$ cat src/rtl/regbank_pkg.sv
package regbank_pkg;
  typedef enum logic [1:0] {
    RQ_READ = 2'd0,
    RQ_REG  = 2'd1,
    RQ_WB   = 2'd2,
    RQ_RSV  = 2'd3
  } req_kind_e;

  typedef enum logic [1:0] {
    RS_DATA = 2'd0,
    RS_ACK  = 2'd1,
    RS_FWD  = 2'd2
  } resp_kind_e;
endpackage

$ cat src/rtl/regbank_store.sv
module regbank_store #(
  parameter int NWORDS = 64,
  parameter int DATA_W = 32,
  localparam int ADDR_W = $clog2(NWORDS)
) (
  input  logic              clk,
  input  logic              rst,
  input  logic              en,
  input  logic              wr_en,
  input  logic              wr_reg,
  input  logic [ADDR_W-1:0] addr,
  input  logic [DATA_W-1:0] wr_data,
  output logic [DATA_W-1:0] rd_data,
  output logic              rd_reg
);
  // Data array: no reset, read-first, so block RAM can be inferred.
  logic [DATA_W-1:0] mem [NWORDS];
  logic [NWORDS-1:0] reg_flag;

  always_ff @(posedge clk) begin
    if (en) begin
      if (wr_en) mem[addr] <= wr_data;
      rd_data <= mem[addr];
    end
  end

  // One state flag per word; set = Registered, clear = Valid.
  for (genvar w = 0; w < NWORDS; w++) begin : g_flag
    always_ff @(posedge clk) begin
      if (rst)
        reg_flag[w] <= 1'b0;
      else if (en && wr_en && addr == ADDR_W'(w))
        reg_flag[w] <= wr_reg;
    end
  end

  always_ff @(posedge clk) begin
    if (rst)     rd_reg <= 1'b0;
    else if (en) rd_reg <= reg_flag[addr];
  end
endmodule

$ cat src/rtl/regbank_resp.sv
module regbank_resp
  import regbank_pkg::*;
#(
  parameter int CORE_W = 6,
  parameter int ADDR_W = 6,
  parameter int DATA_W = 32
) (
  input  logic              clk,
  input  logic              rst,
  input  logic              p_valid,
  input  logic [1:0]        p_kind,
  input  logic [CORE_W-1:0] p_core,
  input  logic [ADDR_W-1:0] p_addr,
  input  logic              p_reg,
  input  logic [DATA_W-1:0] p_word,
  output logic              resp_valid,
  output logic [1:0]        resp_kind,
  output logic [CORE_W-1:0] resp_core,
  output logic [CORE_W-1:0] resp_owner,
  output logic [ADDR_W-1:0] resp_addr,
  output logic [DATA_W-1:0] resp_data
);
  logic              is_upd;
  logic [1:0]        n_kind;
  logic [CORE_W-1:0] n_owner;
  logic [DATA_W-1:0] n_data;

  always_comb begin
    is_upd  = (p_kind == RQ_REG) || (p_kind == RQ_WB);
    n_kind  = RS_DATA;
    n_owner = '0;
    n_data  = '0;
    if (is_upd) begin
      n_kind  = RS_ACK;
      n_owner = p_core;
    end else if (p_reg) begin
      n_kind  = RS_FWD;
      n_owner = p_word[CORE_W-1:0];
    end else begin
      n_data  = p_word;
    end
  end

  always_ff @(posedge clk) begin
    if (rst) begin
      resp_valid <= 1'b0;
      resp_kind  <= RS_DATA;
      resp_core  <= '0;
      resp_owner <= '0;
      resp_addr  <= '0;
      resp_data  <= '0;
    end else begin
      resp_valid <= p_valid;
      if (p_valid) begin
        resp_kind  <= n_kind;
        resp_core  <= p_core;
        resp_owner <= n_owner;
        resp_addr  <= p_addr;
        resp_data  <= n_data;
      end
    end
  end
endmodule

$ cat src/rtl/registry_bank.sv
module registry_bank
  import regbank_pkg::*;
#(
  parameter int NWORDS = 64,
  parameter int CORE_W = 6,
  parameter int DATA_W = 32,
  localparam int ADDR_W = $clog2(NWORDS)
) (
  input  logic              clk,
  input  logic              rst,
  input  logic              req_valid,
  output logic              req_ready,
  input  logic [1:0]        req_kind,
  input  logic [CORE_W-1:0] req_core,
  input  logic [ADDR_W-1:0] req_addr,
  input  logic [DATA_W-1:0] req_data,
  output logic              resp_valid,
  output logic [1:0]        resp_kind,
  output logic [CORE_W-1:0] resp_core,
  output logic [CORE_W-1:0] resp_owner,
  output logic [ADDR_W-1:0] resp_addr,
  output logic [DATA_W-1:0] resp_data
);
  logic              accept;
  logic              wr_en;
  logic              wr_reg;
  logic [DATA_W-1:0] wr_data;
  logic [DATA_W-1:0] rd_data;
  logic              rd_reg;
  logic              p_valid;
  logic [1:0]        p_kind;
  logic [CORE_W-1:0] p_core;
  logic [ADDR_W-1:0] p_addr;

  always_ff @(posedge clk) begin
    if (rst) req_ready <= 1'b0;
    else     req_ready <= 1'b1;
  end

  assign accept = req_valid && req_ready;
  assign wr_reg = (req_kind == RQ_REG);
  assign wr_en  = accept && (wr_reg || req_kind == RQ_WB);
  // A registered word keeps the owner id in the low bits of its data slot.
  assign wr_data = wr_reg ? DATA_W'(req_core) : req_data;

  regbank_store #(.NWORDS(NWORDS), .DATA_W(DATA_W)) u_store (
    .clk     (clk),
    .rst     (rst),
    .en      (accept),
    .wr_en   (wr_en),
    .wr_reg  (wr_reg),
    .addr    (req_addr),
    .wr_data (wr_data),
    .rd_data (rd_data),
    .rd_reg  (rd_reg)
  );

  always_ff @(posedge clk) begin
    if (rst) begin
      p_valid <= 1'b0;
      p_kind  <= RQ_READ;
      p_core  <= '0;
      p_addr  <= '0;
    end else begin
      p_valid <= accept;
      if (accept) begin
        p_kind <= req_kind;
        p_core <= req_core;
        p_addr <= req_addr;
      end
    end
  end

  regbank_resp #(.CORE_W(CORE_W), .ADDR_W(ADDR_W), .DATA_W(DATA_W)) u_resp (
    .clk        (clk),
    .rst        (rst),
    .p_valid    (p_valid),
    .p_kind     (p_kind),
    .p_core     (p_core),
    .p_addr     (p_addr),
    .p_reg      (rd_reg),
    .p_word     (rd_data),
    .resp_valid (resp_valid),
    .resp_kind  (resp_kind),
    .resp_core  (resp_core),
    .resp_owner (resp_owner),
    .resp_addr  (resp_addr),
    .resp_data  (resp_data)
  );
endmodule

$ cat config.mk
export PLATFORM = sky130hd
export DESIGN_NAME = registry_bank
export DESIGN_NICKNAME = d
export VERILOG_FILES = /design/src/rtl/regbank_pkg.sv /design/src/rtl/regbank_store.sv /design/src/rtl/regbank_resp.sv /design/src/rtl/registry_bank.sv
export SDC_FILE = /design/constraint.sdc
export NUM_CORES = 2
export LEC_CHECK = 0
export CELL_PAD_IN_SITES_DETAIL_PLACEMENT = 1
export CELL_PAD_IN_SITES_GLOBAL_PLACEMENT = 1
export CORE_MARGIN = 2
export CORE_UTILIZATION = 35
export CTS_BUF_LIST = sky130_fd_sc_hd__clkbuf_4 sky130_fd_sc_hd__clkbuf_8
export CTS_CLUSTER_DIAMETER = 120
export DETAILED_ROUTE_END_ITERATION = 12
export GPL_TIMING_DRIVEN = 0
export PLACE_DENSITY_LB_ADDON = 0.1
export SLEW_MARGIN = 30
export SYNTH_ARGS = -nofsm -noshare
export SYNTH_HDL_FRONTEND = slang
export SYNTH_SLANG_ARGS = --single-unit
$ cat constraint.sdc
create_clock -name clk -period 5.1 [get_ports clk]
set_input_delay 0.51 -clock clk [delete_from_list [all_inputs] [get_ports clk]]
set_output_delay 0.51 -clock clk [all_outputs]
set_load 0.05 [all_outputs]
**Word-level counts from Yosys, hierarchy flattened**

Memories as Yosys holds them, arrays and structs flattened. A register that Yosys moved wholly into a read port is not among the register bits.
Cells that the tools add are included.
Widths: inputs -> output; s select.

- Order comparisons: 1
- Reduce and logical (&&, ||, !) cells: 70
- Mux-type cells: 13
- Eq/ne operators: 67

Operator list:

| operator | number |
|---|---|
| $eq 6x6->1 const B | 32 |
| $eq 6x5->1 const B | 16 |
| $mux 32 | 3 |
| $logic_and 1x1->1 | 67 |
| $eq 6x4->1 const B | 8 |
| $eq 6x3->1 const B | 4 |
| $eq 6x2->1 const B | 2 |
| $mux 6 | 2 |
| $lt 6x7->1 const B | 1 |
| $bmux 1 s6 | 1 |
| $eq 6x1->1 const B | 1 |
| $logic_not 6->1 | 1 |
| $mux 1 | 5 |
| $eq 2x1->1 const B | 2 |
| $eq 2x2->1 const B | 2 |
| $mux 2 | 2 |
| $logic_or 1x1->1 | 2 |

- Memory bits (writable): 2,048
- Output and inout bits: 54
- Register bits: 134
- Input bits: 49
- Memories kept: 1
- Logic and storage cells: 228

Memories:

| name | depth | width | rd ports | clocked after Yosys merged registers in | write ports | RTL line | text |
|---|---|---|---|---|---|---|---|
| u_store.mem | 64 | 32 | 1 | 1 | 1 | regbank_store.sv:17 | `logic [DATA_W-1:0] mem [NWORDS];` |

**Longest topological paths before layout**

- Word-level depth: 6
- Gate-level depth with buffers: 9
- Depth with buffers taken out: 7

**Cells and area by module**

Synthesis repeated with hierarchy kept, for this count alone.

- Cells, all modules: 3,671
- Area, all modules: 84,379.7 um^2

Modules (own cells, without submodules):

| module | cells each | area each (um^2) | instances | sequential area each (um^2) |
|---|---|---|---|---|
| regbank_store | 3,385 | 81,547.0 | 1 | 63,761.2 |
| regbank_resp | 195 | 1,919.3 | 1 | 1,061.0 |
| registry_bank | 91 | 913.4 | 1 | 320.3 |

**Worst setup path before layout**

Ideal clock, no wire load.

- Kind: register to register
- From: register req_ready
- To: register u_store.reg_flag[61]
- Arrival: 4.296 ns
- Period minus slack after synthesis: 4.424 ns
- Stages on the path, launching flop included: 7
- Setup time: 0.128 ns
- Buffers on the path: 1
- Data required time: 4.972 ns
- Path slack: 0.676 ns
- Cells stage by stage: dfxtp_1 -> nand2_1 -> or3_1 -> clkbuf_1 -> nor3_1 -> mux2i_1 -> nor2_1

- Word-level cells in the longest chain between the ends: 4

Ends and longest elaborated chain:

| item | RTL line | text |
|---|---|---|
| start, declared | registry_bank.sv:12 | `output logic req_ready,` |
| start signal, assigned | registry_bank.sv:36 | `if (rst) req_ready <= 1'b0;` |
| start signal, assigned | registry_bank.sv:37 | `else req_ready <= 1'b1;` |
| $logic_and 1x1->1 * | registry_bank.sv:40 | `assign accept = req_valid && req_ready;` |
| $logic_and 1x1->1 | registry_bank.sv:42 | `assign wr_en = accept && (wr_reg \|\| req_kind == RQ_WB);` |
| $logic_and 1x1->1 * (2 in a row) | regbank_store.sv:32 | `else if (en && wr_en && addr == ADDR_W'(w))` |
| end signal, assigned by index | regbank_store.sv:33 | `reg_flag[w] <= wr_reg;` |
| end, declared | regbank_store.sv:18 | `logic [NWORDS-1:0] reg_flag;` |

Mark *: on every way between the ends. The rest lies on a longest branch, timed or not.
A chain may end at the register's enable or synchronous reset.

**Worst setup path in the final report**

- From: register req_ready
- To: memory u_store.mem[51][22], enable pin

- Word-level cells in the longest chain between the ends: 5

Ends and longest elaborated chain:

| item | RTL line | text |
|---|---|---|
| $logic_and 1x1->1 * | registry_bank.sv:40 |  |
| $logic_and 1x1->1 | registry_bank.sv:42 |  |
| $mux 1 | regbank_store.sv:22 | `if (wr_en) mem[addr] <= wr_data;` |
| $mux 1 * | regbank_store.sv:21 | `if (en) begin` |
| $mux 1 (not written as such) * | regbank_store.sv:22 |  |
| end, declared | regbank_store.sv:17 |  |

Marks and branches as above.

==> impl_metrics.py <==
metrics = {
    "outcome": {
        "status": "completed",
    },
    "timing": {
        "drv_slew": 0,
        "finalCritPeriodShare": 0.725,
        "rsz0062_at_grt": "no",
        "tightest_slew_ps": 1090,
        "fin_crit_ps": 3700,
        "relSlewSlack": 0.275,
        "finalSetupViolCount": 0,
        "fmax_mhz": 270,
        "setup_slack_ps": 1400,
        "hold_slack_ps": 220,
        "hold_viol": 0,
        "skew_ps": 52.0,
    },
    "cells_and_area": {
        "area_delta_synth_final_pct": 21.6,
        "top_regs": "u_store.mem (2048), u_store.reg_flag (64)",
        "fillers": 22400,
        "nNetsFinal": 4541,
        "final_layout_size_suffix_gt1_frac": 0.373,
        "largest_register_ffs": 2048,
        "top_register": "u_store.mem",
    },
    "place": {
        "pre_cts_ws_ps": 389,
        "placement.io_buffers": 97,
        "gp_congestion": 0.807,
        "dpl.hpwl_mm": 190,
    },
    "floorplan": {
        "chipHeight_um": 495,
        "ioPinCount": 103,
        "placementRows": 180,
        "start_util": 0.351,
        "die_area_um2": 245000,
        "core_um2": 240000,
        "die-width_um": 495,
    },
    "logic_synthesis": {
        "synthTopCellsByArea": "edfxtp_1 (74%), mux4_2 (17%), dfxtp_1 (3.2%)",
        "postSynthCellCount": 3680,
        "yosysUniqueCellTypes": 46,
        "synth_fp_nets": 3730,
        "syn_area_um2": 84300,
        "ys_warn_count": 0,
        "yosysTopAreaCellShare": 0.741,
        "synth_top_area_cell": "edfxtp_1",
        "ys_ff_latch": 2214,
        "avgSynthCellArea_um2": 22.9,
        "seq_area_frac_synth": 0.772,
    },
    "cts": {
        "cts_made_buffers": 386,
        "cts_resized": 0,
        "cts_tree": "yes",
        "clk_latency_ps": 1090,
        "clock-sinks": 2214,
        "clk_pin_slew_ps": 60,
        "cts_buffer_depth": 4,
        "cts_hold_buf": 7,
        "htree_levels": 5,
        "post_cts_buffers": 0,
        "cts_root_buf": "clkbuf_8",
    },
    "route": {
        "drtIter0Drc": 4346,
        "vias_per_cell": 5.30,
        "num_vias": 42300,
        "drc": 0,
        "firstDrtPassIters": 7,
        "routedWlPerCell_um": 33.3,
        "postRouteAntennaNets": 0,
        "routed_wirelength_mm": 266,
    },
    "setup_path": {
        "r2r_start": "req_ready$_DFF_P_",
        "end_kind": "flop",
        "cp_data_required_time_ps": 5860,
        "cp.arrival_ps": 4460,
        "rrSetupSlack_ps": 1400,
        "critPathLaunchType": "flop",
        "reg2reg_depth": 8,
        "worstPathMaxFanout": 10,
        "reg2reg_to": "u_store.mem[51][22]$_DFFE_PP_",
        "critPathKind": "flop to flop",
    },
    "global_routing": {
        "grt.total_usage": 0.218,
        "antenna_found_initial": 17,
        "grt_pass1_vias": 45100,
        "grt_overflow": 0,
        "grt_max_degree": 61,
        "grt_pass1_wl_mm": 368,
    },
    "power_and_ir_drop": {
        "internal-power_mw": 29.7,
        "seqPwrFrac": 0.519,
        "combPwrFrac": 0.063,
        "p_total_mw": 38.6,
        "p_sw_frac": 0.230,
        "p_clk_frac": 0.418,
        "power_density_nw_per_um2": 376,
        "leakage_nw": 33.2,
        "p_switching_mw": 8.87,
        "irDropWorstVdd_mv": 0.299,
    },
    "flow_run": {
        "cap_viol_max_count": 0,
    },
    "hold_path": {
        "worstHoldPathType": "primary input to flop",
        "holdPathEnd": "u_store.mem[16][6]$_DFFE_PP_",
        "hp-start": "req_data[6]",
        "hold_path_depth": 2,
    },
}
[routing by layer]
metal | wire [µm] | up-vias | track usage
met2 | 128000 | 1298 | 0.350
met1 | 116000 | 23400 | 0.306
met5 | 0 | - | 0
met4 | 8190 | 0 | 0.0696
li1 | - | 17300 | -
met3 | 13000 | 357 | 0.0327
[placed cells by master, fill, tap and decap left out, drive strengths merged, types with 13 or more instances in the layout]
| cell type | instances |
|---|---|
| clkbuf | 640 |
| nand3 | 13 |
| buf | 417 |
| clkinv | 137 |
| mux2i | 79 |
| mux4 | 652 |
| nand2 | 76 |
| bufinv | 15 |
| a22oi | 65 |
| dfxtp | 134 |
| clkdlybuf4s50 | 97 |
| a21oi | 49 |
| nor2 | 151 |
| nor3 | 28 |
| nor2b | 69 |
| edfxtp | 2080 |
[cell families (layout without fill, tap and decap cells)]
logic type	after synthesis	count (layout)	share of synthesized area
flops	2214	2214	0.772
mux	742	742	0.185
simple gates	359	359	0.0195
buf+inv	228	1333	0.0121
compound gates	134	134	0.0105
xor+xnor	2	2	0.000208
fa+ha+maj	1	1	0.000148
other cells	0	10	0
[worst max-delay path by stage]
stage / to / from / slack [ps]
floorplan: u_store.reg_flag[61]$_SDFFE_PP0P_ / req_ready$_DFF_P_ / 680
global placement: u_store.reg_flag[47]$_SDFFE_PP0P_ / req_addr[5] / -4030
detailed placement: u_store.rd_data[17]$_DFFE_PP_ / req_addr[1] / 390
CTS: u_store.mem[51][19]$_DFFE_PP_ / req_ready$_DFF_P_ / 1390
global route: u_store.mem[51][19]$_DFFE_PP_ / req_ready$_DFF_P_ / 1340
finish: u_store.mem[51][22]$_DFFE_PP_ / req_ready$_DFF_P_ / 1400
[synth_stat cells (all sizes together)]
cell / number
edfxtp: 2080
mux4: 652
nor2: 151
dfxtp: 134
clkbuf: 121
buf: 99
mux2i: 79
nand2: 76
nor2b: 69
a22oi: 65
a21oi: 49
nor3: 28
nand3: 13
mux2: 11
inv: 8
a311oi: 6
nand2b: 4
or2: 4
o21ai: 3
a211oi: 2
a31oi: 2
and2: 2
nand3b: 2
nand4: 2
nand4b: 2
or3: 2
a2111oi: 1
and3: 1
and4b: 1
and4bb: 1
ha: 1
nor3b: 1
o2111ai: 1
o211ai: 1
o22ai: 1
o311ai: 1
o31a: 1
o41a: 1
xnor2: 1
xor2: 1
[per-stage QoR]
| stage | std cells | TNS (ps) | cell area, µm² | util |
|---|---|---|---|---|
| finish | 7980 | 0 | 103000 | 0.427 |
| floorplan | 3680 | 0 | 84300 | - |
| global placement | 6962 | -8615820 | 89300 | 0.372 |
| CTS | 7969 | 0 | 103000 | 0.427 |
| global route | 7971 | 0 | 103000 | 0.427 |
| detailed placement | 7280 | 0 | 95000 | 0.396 |
[critical path, cell delays in order (launching register included)]
cell      delay (ps)
dfxtp_1          530
nand2_1          400
or3_1            580
clkbuf_1         430
nor3_2           570
buf_4            280
buf_4            180
buf_4            190
buf_4            200
[power groups by stage]
stage | combinational, mW | clock (mW) | sequential [mW]
finish | 2.44 | 16.1 | 20.0
detailed placement | 2.46 | 0 | 20.4
CTS | 2.47 | 16.6 | 20.0
global placement | 2.14 | 0 | 20.5
global route | 2.55 | 17.3 | 20.0
floorplan | 1.12 | 0 | 20.5
[layout make-up]
class | instances | area, µm² | area share
tap | 3185 | 3990 | 0.0389
timing repair buffer | 423 | 6010 | 0.0587
buffer | 220 | 1050 | 0.0102
clock buffer | 518 | 6370 | 0.0621
inverter | 8 | 40.0 | 0.000390
sequential | 2214 | 65100 | 0.635
antenna | 10 | 25.0 | 0.000244
clock inverter | 164 | 1110 | 0.0108
multi-input combinational | 1238 | 18800 | 0.183
Power figures use the tool's default switching activity.
